===== config.mk =====
export PLATFORM = sky130hd
export DESIGN_NAME = twi_eeprom_slave
export DESIGN_NICKNAME = d
export VERILOG_FILES = /design/src/rtl/twi_pkg.sv /design/src/rtl/twi_line_sync.sv /design/src/rtl/twi_addr_ctr.sv /design/src/rtl/twi_eeprom_slave.sv
export SDC_FILE = /design/constraint.sdc
export NUM_CORES = 1
export LEC_CHECK = 0
export ABC_AREA = 1
export CAP_MARGIN = 20
export CORE_AREA = 2 2 97 75
export CTS_CLUSTER_DIAMETER = 60
export CTS_CLUSTER_SIZE = 24
export DETAILED_ROUTE_END_ITERATION = 10
export DIE_AREA = 0 0 99 77
export DONT_BUFFER_PORTS = 1
export GPL_ROUTABILITY_DRIVEN = 0
export SYNTH_ARGS = -nofsm -noshare
export SYNTH_HDL_FRONTEND = slang
export SYNTH_SLANG_ARGS = --single-unit

===== constraint.sdc =====
create_clock -name clk -period 1.7 [get_ports clk]
set_input_delay 0.17 -clock clk [delete_from_list [all_inputs] [get_ports clk]]
set_output_delay 0.17 -clock clk [all_outputs]
set_load 0.01 [all_outputs]

===== src/rtl/twi_pkg.sv =====
package twi_pkg;
   typedef enum logic [3:0] {
      ST_IDLE,
      ST_DEV,
      ST_DEV_ACK,
      ST_WADDR,
      ST_WADDR_ACK,
      ST_WDATA,
      ST_WDATA_ACK,
      ST_RDATA,
      ST_RACK,
      ST_HOLD
   } twi_state_e;
endpackage


===== src/rtl/twi_line_sync.sv =====
module twi_line_sync #(
   parameter int STAGES = 2
) (
   input  logic clk,
   input  logic rst_n,
   input  logic scl_i,
   input  logic sda_i,
   output logic sda_o,
   output logic scl_rise_o,
   output logic scl_fall_o,
   output logic start_o,
   output logic stop_o
);
   if (STAGES < 2) begin : g_bad_stages
      $error("twi_line_sync: STAGES must be at least 2");
   end

   logic [STAGES-1:0] scl_ff, sda_ff;
   logic scl_q, sda_q, scl_s, sda_s;

   always_ff @(posedge clk or negedge rst_n) begin
      if (!rst_n) begin
         scl_ff <= '1;
         sda_ff <= '1;
         scl_q  <= 1'b1;
         sda_q  <= 1'b1;
      end else begin
         scl_ff <= {scl_ff[STAGES-2:0], scl_i};
         sda_ff <= {sda_ff[STAGES-2:0], sda_i};
         scl_q  <= scl_ff[STAGES-1];
         sda_q  <= sda_ff[STAGES-1];
      end
   end

   assign scl_s      = scl_ff[STAGES-1];
   assign sda_s      = sda_ff[STAGES-1];
   assign sda_o      = sda_s;
   assign scl_rise_o = scl_s & ~scl_q;
   assign scl_fall_o = ~scl_s & scl_q;
   assign start_o    = scl_s & scl_q & sda_q & ~sda_s;
   assign stop_o     = scl_s & scl_q & ~sda_q & sda_s;
endmodule


===== src/rtl/twi_addr_ctr.sv =====
module twi_addr_ctr #(
   parameter int WORD_W = 8,
   parameter int PAGE_W = 4
) (
   input  logic              clk,
   input  logic              rst_n,
   input  logic              ld_word_i,
   input  logic [WORD_W-1:0] word_i,
   input  logic              set_half_i,
   input  logic              half_i,
   input  logic              inc_seq_i,
   input  logic              inc_page_i,
   output logic [WORD_W:0]   ctr_o,
   output logic [WORD_W:0]   page_nxt_o
);
   localparam int ADDR_W = WORD_W + 1;

   if (PAGE_W < 1 || PAGE_W >= WORD_W) begin : g_bad_page
      $error("twi_addr_ctr: PAGE_W must lie in 1..WORD_W-1");
   end

   logic [ADDR_W-1:0] ctr;

   assign page_nxt_o = {ctr[ADDR_W-1:PAGE_W], ctr[PAGE_W-1:0] + 1'b1};
   assign ctr_o      = ctr;

   always_ff @(posedge clk or negedge rst_n) begin
      if (!rst_n) begin
         ctr <= '0;
      end else if (inc_seq_i) begin
         ctr <= ctr + 1'b1;
      end else if (inc_page_i) begin
         ctr <= page_nxt_o;
      end else begin
         if (ld_word_i)  ctr[WORD_W-1:0] <= word_i;
         if (set_half_i) ctr[WORD_W]     <= half_i;
      end
   end
endmodule


===== src/rtl/twi_eeprom_slave.sv =====
module twi_eeprom_slave #(
   parameter int         PAGE_W      = 4,
   parameter int         SYNC_STAGES = 2,
   parameter logic [3:0] DEV_ID      = 4'b1010
) (
   input  logic       clk,
   input  logic       rst_n,
   input  logic       scl_i,
   input  logic       sda_i,
   input  logic [1:0] strap_i,
   output logic       sda_oe_o,
   output logic [8:0] rd_addr_o,
   input  logic [7:0] rd_data_i,
   input  logic       wc_busy_i,
   output logic       wr_strobe_o,
   output logic [8:0] wr_addr_o,
   output logic [7:0] wr_data_o,
   output logic       wr_commit_o,
   output logic       wr_cancel_o
);
   import twi_pkg::*;

   localparam int WORD_W = 8;
   localparam int ADDR_W = WORD_W + 1;
   localparam logic [3:0] BYTE_DONE = 4'd8;

   twi_state_e        state;
   logic [3:0]        bcnt;
   logic [7:0]        sh, tx;
   logic              oe, rw, first_d, have_d, m_ack;
   logic              sda, scl_rise, scl_fall, start_det, stop_det;
   logic              fall_q, byte_end, sel_match;
   logic [ADDR_W-1:0] ctr, page_nxt;

   twi_line_sync #(.STAGES(SYNC_STAGES)) u_sync (
      .clk(clk), .rst_n(rst_n), .scl_i(scl_i), .sda_i(sda_i),
      .sda_o(sda), .scl_rise_o(scl_rise), .scl_fall_o(scl_fall),
      .start_o(start_det), .stop_o(stop_det)
   );

   assign fall_q    = scl_fall & ~start_det & ~stop_det;
   assign byte_end  = fall_q & (bcnt == BYTE_DONE);
   assign sel_match = (sh[7:4] == DEV_ID) && (sh[3:2] == strap_i) && !wc_busy_i;

   twi_addr_ctr #(.WORD_W(WORD_W), .PAGE_W(PAGE_W)) u_ctr (
      .clk(clk), .rst_n(rst_n),
      .ld_word_i (byte_end && state == ST_WADDR),
      .word_i    (sh),
      .set_half_i(byte_end && state == ST_DEV && sel_match),
      .half_i    (sh[1]),
      .inc_seq_i (byte_end && state == ST_RDATA),
      .inc_page_i(byte_end && state == ST_WDATA && !first_d),
      .ctr_o     (ctr),
      .page_nxt_o(page_nxt)
   );

   assign rd_addr_o = ctr;
   assign sda_oe_o  = oe;

   always_ff @(posedge clk or negedge rst_n) begin
      if (!rst_n) begin
         state       <= ST_IDLE;
         bcnt        <= '0;
         sh          <= '0;
         tx          <= '0;
         oe          <= 1'b0;
         rw          <= 1'b0;
         first_d     <= 1'b0;
         have_d      <= 1'b0;
         m_ack       <= 1'b0;
         wr_strobe_o <= 1'b0;
         wr_addr_o   <= '0;
         wr_data_o   <= '0;
         wr_commit_o <= 1'b0;
         wr_cancel_o <= 1'b0;
      end else begin
         wr_strobe_o <= 1'b0;
         wr_commit_o <= 1'b0;
         wr_cancel_o <= 1'b0;
         if (start_det) begin
            state       <= ST_DEV;
            bcnt        <= '0;
            oe          <= 1'b0;
            have_d      <= 1'b0;
            wr_cancel_o <= have_d;
         end else if (stop_det) begin
            state       <= ST_IDLE;
            oe          <= 1'b0;
            have_d      <= 1'b0;
            wr_commit_o <= have_d;
         end else begin
            if (scl_rise) begin
               unique case (state)
                  ST_DEV, ST_WADDR, ST_WDATA: begin
                     sh   <= {sh[6:0], sda};
                     bcnt <= bcnt + 4'd1;
                  end
                  ST_RDATA: bcnt  <= bcnt + 4'd1;
                  ST_RACK:  m_ack <= ~sda;
                  default: ;
               endcase
            end
            if (scl_fall) begin
               unique case (state)
                  ST_DEV: if (bcnt == BYTE_DONE) begin
                     if (sel_match) begin
                        oe    <= 1'b1;
                        rw    <= sh[0];
                        state <= ST_DEV_ACK;
                     end else begin
                        state <= ST_HOLD;
                     end
                  end
                  ST_DEV_ACK: begin
                     bcnt <= '0;
                     if (rw) begin
                        tx    <= {rd_data_i[6:0], 1'b0};
                        oe    <= ~rd_data_i[7];
                        state <= ST_RDATA;
                     end else begin
                        oe      <= 1'b0;
                        first_d <= 1'b1;
                        state   <= ST_WADDR;
                     end
                  end
                  ST_WADDR: if (bcnt == BYTE_DONE) begin
                     oe    <= 1'b1;
                     state <= ST_WADDR_ACK;
                  end
                  ST_WDATA: if (bcnt == BYTE_DONE) begin
                     oe          <= 1'b1;
                     wr_strobe_o <= 1'b1;
                     wr_addr_o   <= first_d ? ctr : page_nxt;
                     wr_data_o   <= sh;
                     first_d     <= 1'b0;
                     have_d      <= 1'b1;
                     state       <= ST_WDATA_ACK;
                  end
                  ST_WADDR_ACK, ST_WDATA_ACK: begin
                     oe    <= 1'b0;
                     bcnt  <= '0;
                     state <= ST_WDATA;
                  end
                  ST_RDATA: if (bcnt == BYTE_DONE) begin
                     oe    <= 1'b0;
                     state <= ST_RACK;
                  end else begin
                     tx <= {tx[6:0], 1'b0};
                     oe <= ~tx[7];
                  end
                  ST_RACK: if (m_ack) begin
                     tx    <= {rd_data_i[6:0], 1'b0};
                     oe    <= ~rd_data_i[7];
                     bcnt  <= '0;
                     state <= ST_RDATA;
                  end else begin
                     state <= ST_HOLD;
                  end
                  default: ;
               endcase
            end
         end
      end
   end
endmodule


* Word-level counts from Yosys, hierarchy flattened
Index checks and enable logic that the tools add are counted.
** Cells by class
- Reduce and logical (&&, ||, !) cells :: 36
- Mux-type cells :: 52
- Equality and inequality tests :: 25
- $add $sub $neg :: 3
- Bitwise logic cells :: 18
** Operator list (count)
- 4-bit 2-to-1 mux :: 16
- 8-bit 2-to-1 mux :: 4
- 4-bit case mux with 7 select lines :: 1
- 1-bit 2-to-1 mux :: 24
- 8-bit case mux with 3 select lines :: 1
- 6-bit AND reduction :: 4
- 9-bit 2-to-1 mux :: 2
- 4-bit by 3-bit equality test with 1-bit output (second input constant) :: 4
- 4-bit by 3-bit inequality test with 1-bit output (second input constant) :: 4
- 3-bit nonzero test :: 5
- 4-bit equality test (second input constant) :: 3
- 1-bit bitwise AND :: 10
- 2-bit inequality test (second input constant) :: 5
- 9-bit by 1-bit adder with 9-bit output (second input constant) :: 1
- 9-bit nonzero test :: 1
- 4-bit by 1-bit adder with 4-bit output (second input constant) :: 2
- 4-bit by 2-bit equality test with 1-bit output (second input constant) :: 2
- 1-bit logical AND :: 8
- 4-bit inequality test (second input constant) :: 2
- 1-bit NOT :: 8
- 4-bit case mux with 2 select lines :: 1
- 4-bit AND reduction :: 2
- 8-bit nonzero test :: 1
- 7-bit AND reduction :: 1
- other kinds (15) :: 22
** Word-level totals
- Logic and storage cells :: 155
- Output and inout bits :: 30
- Input bits :: 15
- Register bits after elaboration :: 64

* Depth between registers and ports, before layout
Gate-level depths: netlist of the first run.
- Depth after elaboration :: 12
- Depth in mapped cells :: 12

* Hierarchy
From an unflattened synthesis of the first run, not the netlist that was laid out.
** Second synthesis, totals
- Cell total of the unflattened synthesis :: 437
- Area total of the unflattened synthesis :: 3408.3 µm²
** By module, submodules not included
- twi_eeprom_slave :: cells each 330, instances 1, area an instance 2548.7 µm²
- twi_addr_ctr :: cells each 90, instances 1, area an instance 660.6 µm²
- twi_line_sync :: cells each 17, instances 1, area an instance 198.9 µm²

* Worst setup path before layout of the first run
Ideal clock, no wire load.
- Path type :: reg2reg
- From :: register bcnt[0]
- To :: register u_ctr.ctr[8] (netlist: u_ctr.ctr_o[8])
- Library setup time :: 0.117 ns
- Stages on the path, launching flop included :: 12
- Buffers on the path :: 0
- Arrival :: 1.433 ns
- Slack :: 0.151 ns
- Cells stage by stage :: dfrtp_1 inv_1 ha_1 nand3_2 nor2_4 nand3_1 nand2_2 inv_2 nand2_1 nand2_1 nand2_1 nand2_1
** Between the ends
- Longest elaborated chain between the ends :: 6
- Elaborated cells between the ends (all ways) :: 11
- Those cells by class :: 2 x eq/ne; 1 x mux; 1 x bitwise; 7 x reduce/logical
** Ends and longest elaborated chain
- start, declared :: line twi_eeprom_slave.sv:28 : logic [3:0] bcnt;
- start signal, assigned :: line twi_eeprom_slave.sv:96 : bcnt <= bcnt + 4'd1;
- start signal, assigned :: line twi_eeprom_slave.sv:98 : ST_RDATA: bcnt <= bcnt + 4'd1;
- 4-bit equality test * :: line twi_eeprom_slave.sv:42 : assign byte_end = fall_q & (bcnt == BYTE_DONE);
- 1-bit bitwise AND * :: line twi_eeprom_slave.sv:42
- 1-bit logical AND (on tied branches) (2 in a row) :: line twi_eeprom_slave.sv:52, twi_eeprom_slave.sv:49
- 2-bit by 1-bit inequality test with 1-bit output (no source line) / 2-bit nonzero test (equally long branches)
- 2-bit AND reduction (no source line)
- end signal, assigned :: line twi_addr_ctr.sv:33 : ctr <= page_nxt_o;
- end signal, assigned by index :: line twi_addr_ctr.sv:35 : if (ld_word_i) ctr[WORD_W-1:0] <= word_i;
- end signal, assigned by index :: line twi_addr_ctr.sv:36 : if (set_half_i) ctr[WORD_W] <= half_i;
- end, declared :: line twi_addr_ctr.sv:22 : logic [ADDR_W-1:0] ctr;
Every way passes the cells marked *; elsewhere a longest branch is shown, timed or not.
A chain may end at the register's enable or synchronous reset.

* Worst setup path after layout of the first run
- From :: register state[3]
- To :: register bcnt[2]
** Between the ends
- Longest elaborated chain between the ends :: 9
- Elaborated cells between the ends (all ways) :: 17
- Those cells by class :: 8 x eq/ne; 7 x mux; 2 x reduce/logical
** Ends and longest elaborated chain
- start, declared :: line twi_eeprom_slave.sv:27 : twi_state_e state;
- start signal, assigned :: line twi_eeprom_slave.sv:62 : state <= ST_IDLE;
- start signal, assigned :: line twi_eeprom_slave.sv:81 : state <= ST_DEV;
- start signal, assigned :: line twi_eeprom_slave.sv:87 : state <= ST_IDLE;
- 4-bit by 2-bit equality test with 1-bit output (tied with other cells) :: line twi_eeprom_slave.sv:93 : unique case (state)
- 4-bit OR reduction (no source line)
- 4-bit 2-to-1 mux
- 4-bit 2-to-1 mux :: line twi_eeprom_slave.sv:92 : if (scl_rise) begin
- 4-bit 2-to-1 mux :: line twi_eeprom_slave.sv:151 : ST_RACK: if (m_ack) begin
- 4-bit case mux with 2 select lines :: line twi_eeprom_slave.sv:104 : unique case (state)
- 4-bit 2-to-1 mux * :: line twi_eeprom_slave.sv:103 : if (scl_fall) begin
- 4-bit 2-to-1 mux * :: line twi_eeprom_slave.sv:86 : end else if (stop_det) begin
- 4-bit 2-to-1 mux * :: line twi_eeprom_slave.sv:80 : if (start_det) begin
Every way passes the cells marked *; elsewhere a longest branch is shown, timed or not. The select of a mux whose other input is x is not followed.

==> flow_metrics.tcl, run 1 <==
set metrics [dict create \
    run_status "completed" \
    yosysWarningCount 0 \
    io_buffers 0 \
    start_util 0.4876 \
    synthTopCellsByCount "nand2_1 (122), dfrtp_1 (57), inv_1 (52)" \
    antenna_found_initial 0 \
    path_max_fanout 6 \
    period_minus_slack_ns 1.618 \
    finClkSkew_ns 0.01028 \
    dp.cells 496 \
    coreArea_sq_um 6669 \
    post-route-cell-area_sq_um 3779 \
    seqPwrFrac 0.419 \
    wl_per_cell_microns 13.58 \
    drv_cap 0 \
    synth_top_family_by_area "simple AND/OR/NAND/NOR gates" \
    cp.depth 7 \
    slew_viol_final 0 \
    yosys.cell_types.count 27 \
    die_height_microns 77 \
    wl_mm 7.091 \
    r2r_slack_ns 0.08 \
    post-route-drc-count 0 \
    grt_pass1_wl_mm 11.89 \
    dieArea_sq_um 7623 \
    cp-startpoint "state[3]" \
    area_delta_synth_final_pct 16.20 \
    clkPwrFrac 0.305 \
    grt_max_degree 64 \
    hp-class "input port to flop" \
    overflow 0 \
    cpPeakStageDelay_ns 0.46 \
    crit_end "bcnt[2]" \
    antenna_left 0 \
    synthSimpleGateAreaFrac 0.2859 \
    crit_buf_inv 2 \
    rr_worst_depth 7 \
    cts-root-buf "clkbuf_8" \
    ff_latch_area_sq_um 1585 \
    slowest_stage "dfrtp_1" \
    whs_path_depth 4 \
    yosysTopAreaCell "dfrtp_1" \
    final-instance-count-excl-fill 522 \
    htreeDepth 3 \
    async_flop_share 1.000 \
    yosysMostFrequentCell "nand2_1" \
    synth_xor_area_frac 0.01347 \
    dr.pass1.iters 4 \
    setup_viol 0 \
    cp.arrival_ns 1.87 \
    fin_nets 451 \
    end_kind "flop" \
    path_common_cell "nand2_1" \
    syn_area_sq_um 3252 \
    ys_seq_area_frac 0.4871 \
    crit_type "flop to flop" \
    cts_tree "yes" \
    synth_mux_area_frac 0 \
    swShare 0.3443 \
    power.density_nw_per_um2 1239 \
    track_usage 0.1972 \
    r2r_start "state[3]" \
    rows 26 \
    timing.slew.headroom 0.7118 \
    fillers 599 \
    hold_viol 0 \
    clk_path_buf_depth 2 \
    post-route-period-util 0.9520 \
    synth_fa_ha_area_frac 0.01154 \
    ir_worst_vdd_mv 0.6598 \
    leakage_nw 1.917 \
    grt_pass1_vias 2407 \
    worst_pin_slew_ns 0.4290 \
    p_switching_mw 1.612 \
    yosys-top-cells-area "dfrtp_1 (44%), nand2_1 (14%), inv_1 (6.0%)" \
    antenna_cells 0 \
    syn_inst 408 \
    required_ns 1.95 \
    yosysTopAreaCellShare 0.4386 \
    synth_compound_area_frac 0.1174 \
    dpl-instance-area_sq_um 3390 \
    syn_nets 426 \
    route.vias.total 2624 \
    cts_buffers 9 \
    holdWs_ns 0.06456 \
    clk_pin_slew_worst_paths_ns 0.07 \
    clock-sinks 63 \
    drive_above_1_share 0.1963 \
    p_comb_frac 0.276 \
    die_w_microns 99 \
    final_util 0.5666 \
    hpwl_mm 5.084 \
    vias_per_cell 5.027 \
    multi_input_area_sq_um 1456 \
    path_cells "inv_2, nand2_1, nor2_1, nand2_1, xor2_1, inv_1, o22ai_1" \
    internal_power_mw 3.069 \
    finalSetupTns_ns 0 \
    worstSetupStartpointType "flop" \
    path_delay_family "simple AND/OR/NAND/NOR gates" \
    synth_edf_count 0 \
    ios 45 \
    synth_ff_type "dfrtp_1" \
    worstSkewPairLatency_ns 0.34 \
    avgSynthCellArea_sq_um 7.970 \
    ys_seq_elements 63 \
    r2r-end "bcnt[2]" \
    max_freq_ghz 0.6179 \
    initialDrtViolationCount 139 \
]
[cell type report]
class | instances | share of cell area
clock buffer | 12 | 0.03841
inverter | 58 | 0.05762
timing repair buffer | 22 | 0.05265
multi-input combinational | 279 | 0.3854
tap | 84 | 0.02781
sequential | 63 | 0.4195
clock inverter | 4 | 0.01854
[worst min path at each step]
stage | from | to
2_1_floorplan | rst_n | bcnt[0]
4_1_cts | rd_data_i[1] | tx[2]
5_1_grt | rd_data_i[1] | tx[2]
3_3_place_gp | rst_n | wr_commit_o
6_report | rd_data_i[6] | tx[7]
3_5_place_dp | rst_n | wr_commit_o
[cells in the final DEF, fill, tap and decap left out, types with 9 or more instances in the layout]
cell,count
nor2_1,20
nand2_2,11
nand3_1,28
o21ai_0,36
a21oi_1,9
clkbuf_8,10
buf_4,16
inv_1,50
dfrtp_1,56
nand2_1,117
[logic make-up after synthesis]
group / after synthesis
DFF: 63
xor gates and xnor gates: 5
AOI/OAI and AO/OA: 68
buffers and inverters: 66
adders and majority gates: 3
and+or+nand+nor: 203
[timing repair]
item / CTS / global route
setup endpoints to repair: 0 / 27
resized for setup: 0 / 20
hold endpoints to repair: 66 / 0
hold buffers: 5 / 0
buffers inserted: 0 / 5
[stage by stage]
stage,setup WS (ns),power (mW)
6_report,0.08157,4.681
5_1_grt,-0.07713,5.007
4_1_cts,0.04467,4.629
3_5_place_dp,0.03872,3.131
3_3_place_gp,0.05565,3.123
2_1_floorplan,0.1508,2.896
[flip-flops by register name (all words and copies together) (netlist names), 2 cells and up]
signal / cells
bcnt: 4
wr_addr_o: 9
tx: 7
u_ctr.ctr_o: 9
wr_data_o: 8
u_sync.sda_ff: 2
sh: 8
state: 4
u_sync.scl_ff: 2
[power groups by stage]
| stage | Sequential, mW | Combinational (mW) | Clock (mW) |
|---|---|---|---|
| after floorplan | 1.88 | 1.01 | 0 |
| after detailed placement | 1.97 | 1.16 | 0 |
| after CTS | 1.95 | 1.21 | 1.47 |
| after global routing | 1.99 | 1.47 | 1.54 |
| after global placement | 1.97 | 1.15 | 0 |
| final | 1.96 | 1.29 | 1.43 |
[worst min-delay path, cell delays in order]
cell     delay, ns
nand2_1       0.03
o21ai_0       0.06
nand2_1       0.06
o21ai_2       0.05
[routing by layer]
metal  global-route usage  up-vias  routed length, microns
met5                    0        -                       0
met4              0.06438        0                      76
met3              0.06199        9                     412
met2               0.2662       73                    2904
met1               0.2978     1194                    3697
li1                     -     1348                       -
(Power assumes the default switching activity.)
==> inputs of run 2 (changes only) <==
--- a/config.mk
+++ b/config.mk
@@ -5,15 +5,19 @@
 export SDC_FILE = /design/constraint.sdc
 export NUM_CORES = 1
 export LEC_CHECK = 0
-export ABC_AREA = 1
+export ABC_AREA = 0
 export CAP_MARGIN = 20
-export CORE_AREA = 2 2 97 75
+export CELL_PAD_IN_SITES_DETAIL_PLACEMENT = 1
+export CELL_PAD_IN_SITES_GLOBAL_PLACEMENT = 1
+export CORE_AREA = 2 2 96 75
 export CTS_CLUSTER_DIAMETER = 60
 export CTS_CLUSTER_SIZE = 24
 export DETAILED_ROUTE_END_ITERATION = 10
-export DIE_AREA = 0 0 99 77
+export DIE_AREA = 0 0 98 77
 export DONT_BUFFER_PORTS = 1
 export GPL_ROUTABILITY_DRIVEN = 0
+export GPL_TIMING_DRIVEN = 0
+export PLACE_DENSITY_LB_ADDON = 0.1
 export SYNTH_ARGS = -nofsm -noshare
 export SYNTH_HDL_FRONTEND = slang
 export SYNTH_SLANG_ARGS = --single-unit
==> run 2 against run 1 <==
  * The flow now finishes with violations (setup timing)
  * First-iteration DRC count increased by 34%
  * Design area is 10% higher
  * Sequential power is 4% higher
  * Hold slack worse by 0.031 ns
  * Area after synthesis shrank 3.0%
  * Setup slack got worse by 0.48 ns
  * Wire length rose by 43%
  * Non-clock buffer count grew 31
  * Fmax shrank 23%
  * Sequential cell count did not move
  * Core utilization up 6.5 points
==> flow_metrics.tcl, run 2 <==
set metrics [dict create \
    run_status "finished, violations left" \
    violations "setup timing" \
    r2r-end "u_ctr.ctr_o[0]" \
    grt_max_degree 64 \
    vias_per_cell 6.100 \
    max_freq_ghz 0.4776 \
    track_usage 0.2545 \
    hp-class "input port to flop" \
    dp.cells 385 \
    synth_edf_count 0 \
    p_switching_mw 1.410 \
    route.vias.total 2684 \
    setup_viol 40 \
    io_buffers 0 \
    ir_worst_vdd_mv 0.7242 \
    grt_pass1_vias 2748 \
    post-route-drc-count 0 \
    timing.slew.headroom 0.7480 \
    clkPwrFrac 0.333 \
    final_common_cell "dfrtp_1" \
    cts_tree "yes" \
    slowest_stage "dfrtp_1" \
    slew_viol_final 0 \
    clk_pin_slew_worst_paths_ns 0.07 \
    wl_mm 10.15 \
    coreArea_sq_um 6604 \
    worstSetupStartpointType "flop" \
    area_delta_synth_final_pct 32.20 \
    rr_worst_depth 10 \
    yosysMostFrequentCell "dfrtp_1" \
    crit_end "u_ctr.ctr_o[0]" \
    worstSkewPairLatency_ns 0.36 \
    rows 26 \
    antenna_cells 0 \
    whs_path_depth 2 \
    fillers 697 \
    synthTopCellsByCount "dfrtp_1 (57), nor2_1 (27), a21oi_1 (24), nand2_1 (24), o21ai_0 (17)" \
    rsz0062_at_grt "yes" \
    cpPeakStageDelay_ns 0.40 \
    drv_cap 0 \
    dpl-instance-area_sq_um 3312 \
    cp-startpoint "bcnt[1]" \
    p_comb_frac 0.212 \
    fin_nets 369 \
    swShare 0.3168 \
    power.density_nw_per_um2 1067 \
    finClkSkew_ns 0.01467 \
    cp.arrival_ns 2.33 \
    seqPwrFrac 0.455 \
    grt_pass1_wl_mm 14.70 \
    initialDrtViolationCount 186 \
    ys_seq_area_frac 0.5020 \
    final.setup.worst_slack_ns -0.3938 \
    post-route-period-util 1.232 \
    start_util 0.4778 \
    total_power_mw 4.451 \
    place_ws_ns -0.5037 \
    crit_type "flop to flop" \
    cts-root-buf "clkbuf_8" \
    holdWs_ns 0.03370 \
    die_w_microns 98 \
    yosys-top-cells-area "dfrtp_1 (45%), dfstp_2 (5.0%), mux2_4 (4.8%)" \
    r2r_start "bcnt[1]" \
    avgSynthCellArea_sq_um 10.48 \
    internal_power_mw 3.041 \
    clk_path_buf_depth 2 \
    period_minus_slack_ns 2.094 \
    end_kind "flop" \
    yosysTopAreaCell "dfrtp_1" \
    yosysTopAreaCellShare 0.4520 \
    final-instance-count-excl-fill 440 \
    final_util 0.6317 \
    hold_viol 0 \
    clock-sinks 63 \
    dr.pass1.iters 4 \
    worst_pin_slew_ns 0.3754 \
    overflow 0 \
    finalSetupTns_ns -9.581 \
    layout_common_cells "dfrtp_1 (53), buf_4 (28), nor2_1 (19), a21oi_1 (18), nand2_1 (17)" \
    yosys.cell_types.count 57 \
    syn_area_sq_um 3156 \
    hpwl_mm 5.427 \
    leakage_nw 1.884 \
    dieArea_sq_um 7546 \
    drive_above_1_share 0.4242 \
    ys_seq_elements 63 \
    htreeDepth 3 \
    yosysWarningCount 0 \
    syn_nets 319 \
    path_cells "inv_2, ha_4, and3b_2, buf_4, buf_6, buf_6, nand4_1, buf_4, and2_4, a221o_1" \
    ios 45 \
    post-route-cell-area_sq_um 4172 \
    cts_buffers 9 \
    required_ns 1.94 \
    syn_inst 301 \
    die_height_microns 77 \
    async_flop_share 1.000 \
    antenna_left 0 \
    r2r_slack_ns -0.39 \
    path_max_fanout 3 \
    synth_ff_type "dfrtp_1" \
    antenna_found_initial 0 \
    wl_per_cell_microns 23.07 \
]
==> run 2: changes by cell type after synthesis, sizes merged, moves of 6 or more <==
cell and delta:
nor3 +6, mux2 +22, inv -50, nand2b +6, o21ai -34, nand2 -108, nand3 -25, nor2b +7
a21oi +15, clkbuf +7, and2 +9, mux2i +8
==> run 2: what timing repair did <==
action / CTS / global route
endpoints found under the setup margin: 54 / 54
pin swaps: 10 / 10
setup buffers: 28 / 10
hold endpoints to repair: 66 / 0
hold buffers: 5 / 0
cloned: 1 / 2
gates resized for setup: 46 / 55
==> run 2: worst min-delay path by stage <==
stage,end,from,slack (ns)
3_3_place_gp,wr_addr_o[3],rst_n,-0.12
5_1_grt,tx[6],rd_data_i[5],0.04
3_5_place_dp,wr_addr_o[3],rst_n,-0.12
2_1_floorplan,bcnt[0],rst_n,-0.13
6_report,tx[6],rd_data_i[5],0.03
4_1_cts,tx[2],rd_data_i[1],0.03
==> run 2: per-layer routing <==
layer	GRT usage	share of wire
met2	0.3788	0.48
met4	0.1222	0.033
met1	0.3500	0.42
met5	0	0
met3	0.06108	0.071
==> run 2: logic make-up (layout without fill, tap and decap cells) <==
logic type / after synthesis / count (layout) / share of synthesized area
fa+ha+maj: 3 / 3 / 0.01190
mux: 30 / 30 / 0.1158
flops: 63 / 63 / 0.5020
buf+inv: 22 / 77 / 0.03212
xor+xnor: 6 / 6 / 0.01665
simple gates: 107 / 107 / 0.1804
compound gates: 70 / 70 / 0.1412
==> run 2: power groups by stage <==
stage	sequential, mW	clock, mW	combinational [mW]
after floorplan	1.93	0	0.467
after global placement	2.03	0	0.545
after detailed placement	2.05	0	0.567
after CTS	2.00	1.49	0.825
after global routing	2.06	1.56	1.03
final	2.03	1.48	0.943
==> run 2: critical path: cells and delay by family (launching register included) <==
family / cells / cell delay [ns]
flops: 1 / 0.40
buf+inv: 5 / 0.61
simple gates: 3 / 0.55
compound gates: 1 / 0.29
fa+ha+maj: 1 / 0.13
==> run 2: layout make-up <==
cell class                      count  area [sq um]  share of cell area
Buffer                             10         101.3             0.02430
Sequential cell                    63          1589              0.3809
Inverter                            8         30.03            0.007199
Timing Repair Buffer               43         391.6             0.09388
Clock buffer                        9         123.9             0.02969
Clock inverter                      7         97.59             0.02340
Multi-Input combinational cell    216          1733              0.4154
Tap cell                           84         105.1             0.02520
==> inputs of run 3 (changes only) <==
--- a/config.mk
+++ b/config.mk
@@ -17,7 +17,8 @@
 export DONT_BUFFER_PORTS = 1
 export GPL_ROUTABILITY_DRIVEN = 0
 export GPL_TIMING_DRIVEN = 0
-export PLACE_DENSITY_LB_ADDON = 0.1
+export PLACE_DENSITY_LB_ADDON = 0.3
+export REMOVE_ABC_BUFFERS = 1
 export SYNTH_ARGS = -nofsm -noshare
 export SYNTH_HDL_FRONTEND = slang
 export SYNTH_SLANG_ARGS = --single-unit
==> run 3 against run 2 <==
  * The run still ends with setup timing left
  * Design area is 3.9% higher
  * Die area stayed put
  * Register-to-register slack hardly changed
  * Global-route usage is 0.59 points higher
  * First-iteration DRC count is 19% higher
  * Core utilization is 2.5 points higher
  * Wire length is 20% higher
  * Sequential share of layout area is 1.1 points lower
  * Via count is 7.4% higher
  * Power is 4.1% higher
  * Cell count is 1.8% higher
  * Critical endpoint is now u_ctr.ctr_o[3]
==> flow_metrics.tcl, run 3 (synthesized netlist as in run 2, its figures left out) <==
set metrics [dict create \
    slew_viol_final 0 \
    final_common_cell "dfrtp_1" \
    clk_pin_slew_worst_paths_ns 0.08 \
    slowest_stage "dfrtp_1" \
    p_comb_frac 0.212 \
    path_cells "inv_2, ha_4, and3b_2, buf_6, buf_6, nand4_1, buf_4, buf_8, buf_12, o311ai_4" \
    max_freq_ghz 0.4791 \
    htreeDepth 3 \
    die_height_microns 77 \
    hold_viol 0 \
    holdWs_ns 0.02920 \
    power.density_nw_per_um2 1069 \
    period_minus_slack_ns 2.087 \
    run_status "finished, violations left" \
    ir_worst_vdd_mv 0.8093 \
    dr_wl_met3_microns 778 \
    seqPwrFrac 0.450 \
    crit_buf_inv 6 \
    clk_path_buf_depth 2 \
    area_delta_synth_final_pct 37.39 \
    path_common_cell "buf_6" \
    wl_met2_mm 5.822 \
    finClkSkew_ns 0.01652 \
    swShare 0.3378 \
    antenna_cells 0 \
    start_util 0.4778 \
    initialDrtViolationCount 222 \
    cts_tree "yes" \
    wl_met1_mm 5.117 \
    clkPwrFrac 0.337 \
    setup_viol 42 \
    coreArea_sq_um 6604 \
    wl_per_cell_microns 27.19 \
    total_power_mw 4.635 \
    vias_per_cell 6.435 \
    path_max_fanout 7 \
    p_switching_mw 1.566 \
    dpl-instance-area_sq_um 3189 \
    rsz0062_at_grt "yes" \
    worst_pin_slew_ns 0.4728 \
    end_kind "flop" \
    hp-class "input port to flop" \
    timing.slew.headroom 0.6848 \
    maxUsedRoutingLayer "met4" \
    layout_common_cells "dfrtp_1 (50), buf_4 (33), nand2_1 (20), nor2_1 (20), buf_6 (15)" \
    grt_pass1_vias 2783 \
    post-route-period-util 1.228 \
    grt_max_degree 64 \
    drv_cap 0 \
    finalSetupTns_ns -10.07 \
    track_usage 0.2604 \
    cp.arrival_ns 2.34 \
    fin_nets 377 \
    grt_pass1_wl_mm 15.11 \
    ios 45 \
    io_buffers 0 \
    worstSetupStartpointType "flop" \
    route.vias.total 2883 \
    hpwl_mm 5.029 \
    final.setup.worst_slack_ns -0.3875 \
    wl_mm 12.18 \
    die_w_microns 98 \
    worstSkewPairLatency_ns 0.37 \
    violations "setup timing" \
    cts-root-buf "clkbuf_8" \
    dieArea_sq_um 7546 \
    dr.pass1.iters 5 \
    antenna_left 0 \
    overflow 0 \
    rows 26 \
    clock-sinks 63 \
    required_ns 1.96 \
    post-route-drc-count 0 \
    crit_type "flop to flop" \
    drive_above_1_share 0.4753 \
    cpPeakStageDelay_ns 0.40 \
    place_ws_ns -0.8064 \
    leakage_nw 1.951 \
    post-route-cell-area_sq_um 4335 \
    cts_buffers 9 \
    antenna_found_initial 0 \
    internal_power_mw 3.069 \
    path_delay_family "buffers and inverters" \
]
==> run 3: cell types whose count changed in the layout (fill, tap and decap cells not counted), moves of 4 or more <==
| cell | before | now |
|---|---|---|
| a21oi_1 | 18 | 14 |
| a21oi_2 | 6 | 10 |
| buf_4 | 28 | 33 |
| buf_6 | 11 | 15 |
| dfrtp_4 | 0 | 4 |
==> run 3: path summary, 6_finish.rpt <==
check / endpoint / slack, ns / startpoint / depth (start not counted)
min: tx[2] / 0.03 / rd_data_i[1] / 2
min in group asynchronous: u_ctr.ctr_o[0] / 0.36 / rst_n / 2
max reg2reg: u_ctr.ctr_o[3] / -0.39 / bcnt[0] / 10
max in group asynchronous: state[2] / 1.03 / rst_n / 2
min reg2reg: u_sync.scl_ff[1] / 0.36 / u_sync.scl_ff[0] / 0
max: u_ctr.ctr_o[3] / -0.39 / bcnt[0] / 10
==> run 3: power groups by stage <==
stage          combinational, mW  clock (mW)  sequential [mW]
3_5_place_dp               0.486           0             2.06
5_1_grt                     1.07        1.63             2.11
4_1_cts                    0.707        1.54             2.03
2_1_floorplan              0.398           0             1.95
6_report                   0.984        1.56             2.09
3_3_place_gp               0.456           0             2.05
==> run 3: final cells by class <==
class | instances | area, sq um
fill | 661 | 2268
multi-input combinational | 218 | 1809
sequential | 63 | 1603
timing repair buffer | 59 | 559.3
clock buffer | 9 | 123.9
tap | 84 | 105.1
clock inverter | 7 | 102.6
inverter | 8 | 32.53
==> run 3: timing repair <==
action / 4_1_cts / 5_1_grt
gates resized for setup: 35 / 79
pin swaps: 16 / 25
hold buffers: 5 / 0
endpoints found under the hold margin: 66 / 0
setup buffers: 27 / 27
endpoints found under the setup margin: 54 / 54
gates cloned: 2 / 1
==> run 3: per-stage QoR <==
step,utilization,cells
2_1_floorplan,-,287
3_3_place_gp,0.4829,371
3_5_place_dp,0.4829,371
4_1_cts,0.5794,421
5_1_grt,0.6565,448
6_report,0.6565,448
==> run 3: worst register-to-register path, cell delays in order, from the launching register on <==
cell,delay (ns)
dfrtp_1,0.40
inv_2,0.09
ha_4,0.14
and3b_2,0.24
buf_6,0.12
buf_6,0.08
nand4_1,0.17
buf_4,0.21
buf_8,0.14
buf_12,0.12
o311ai_4,0.28
==> run 3: per-layer routing <==
metal	up-vias	track usage
met5	-	0
li1	1199	-
met3	40	0.08751
met2	150	0.4062
met4	0	0.08333
met1	1494	0.3435
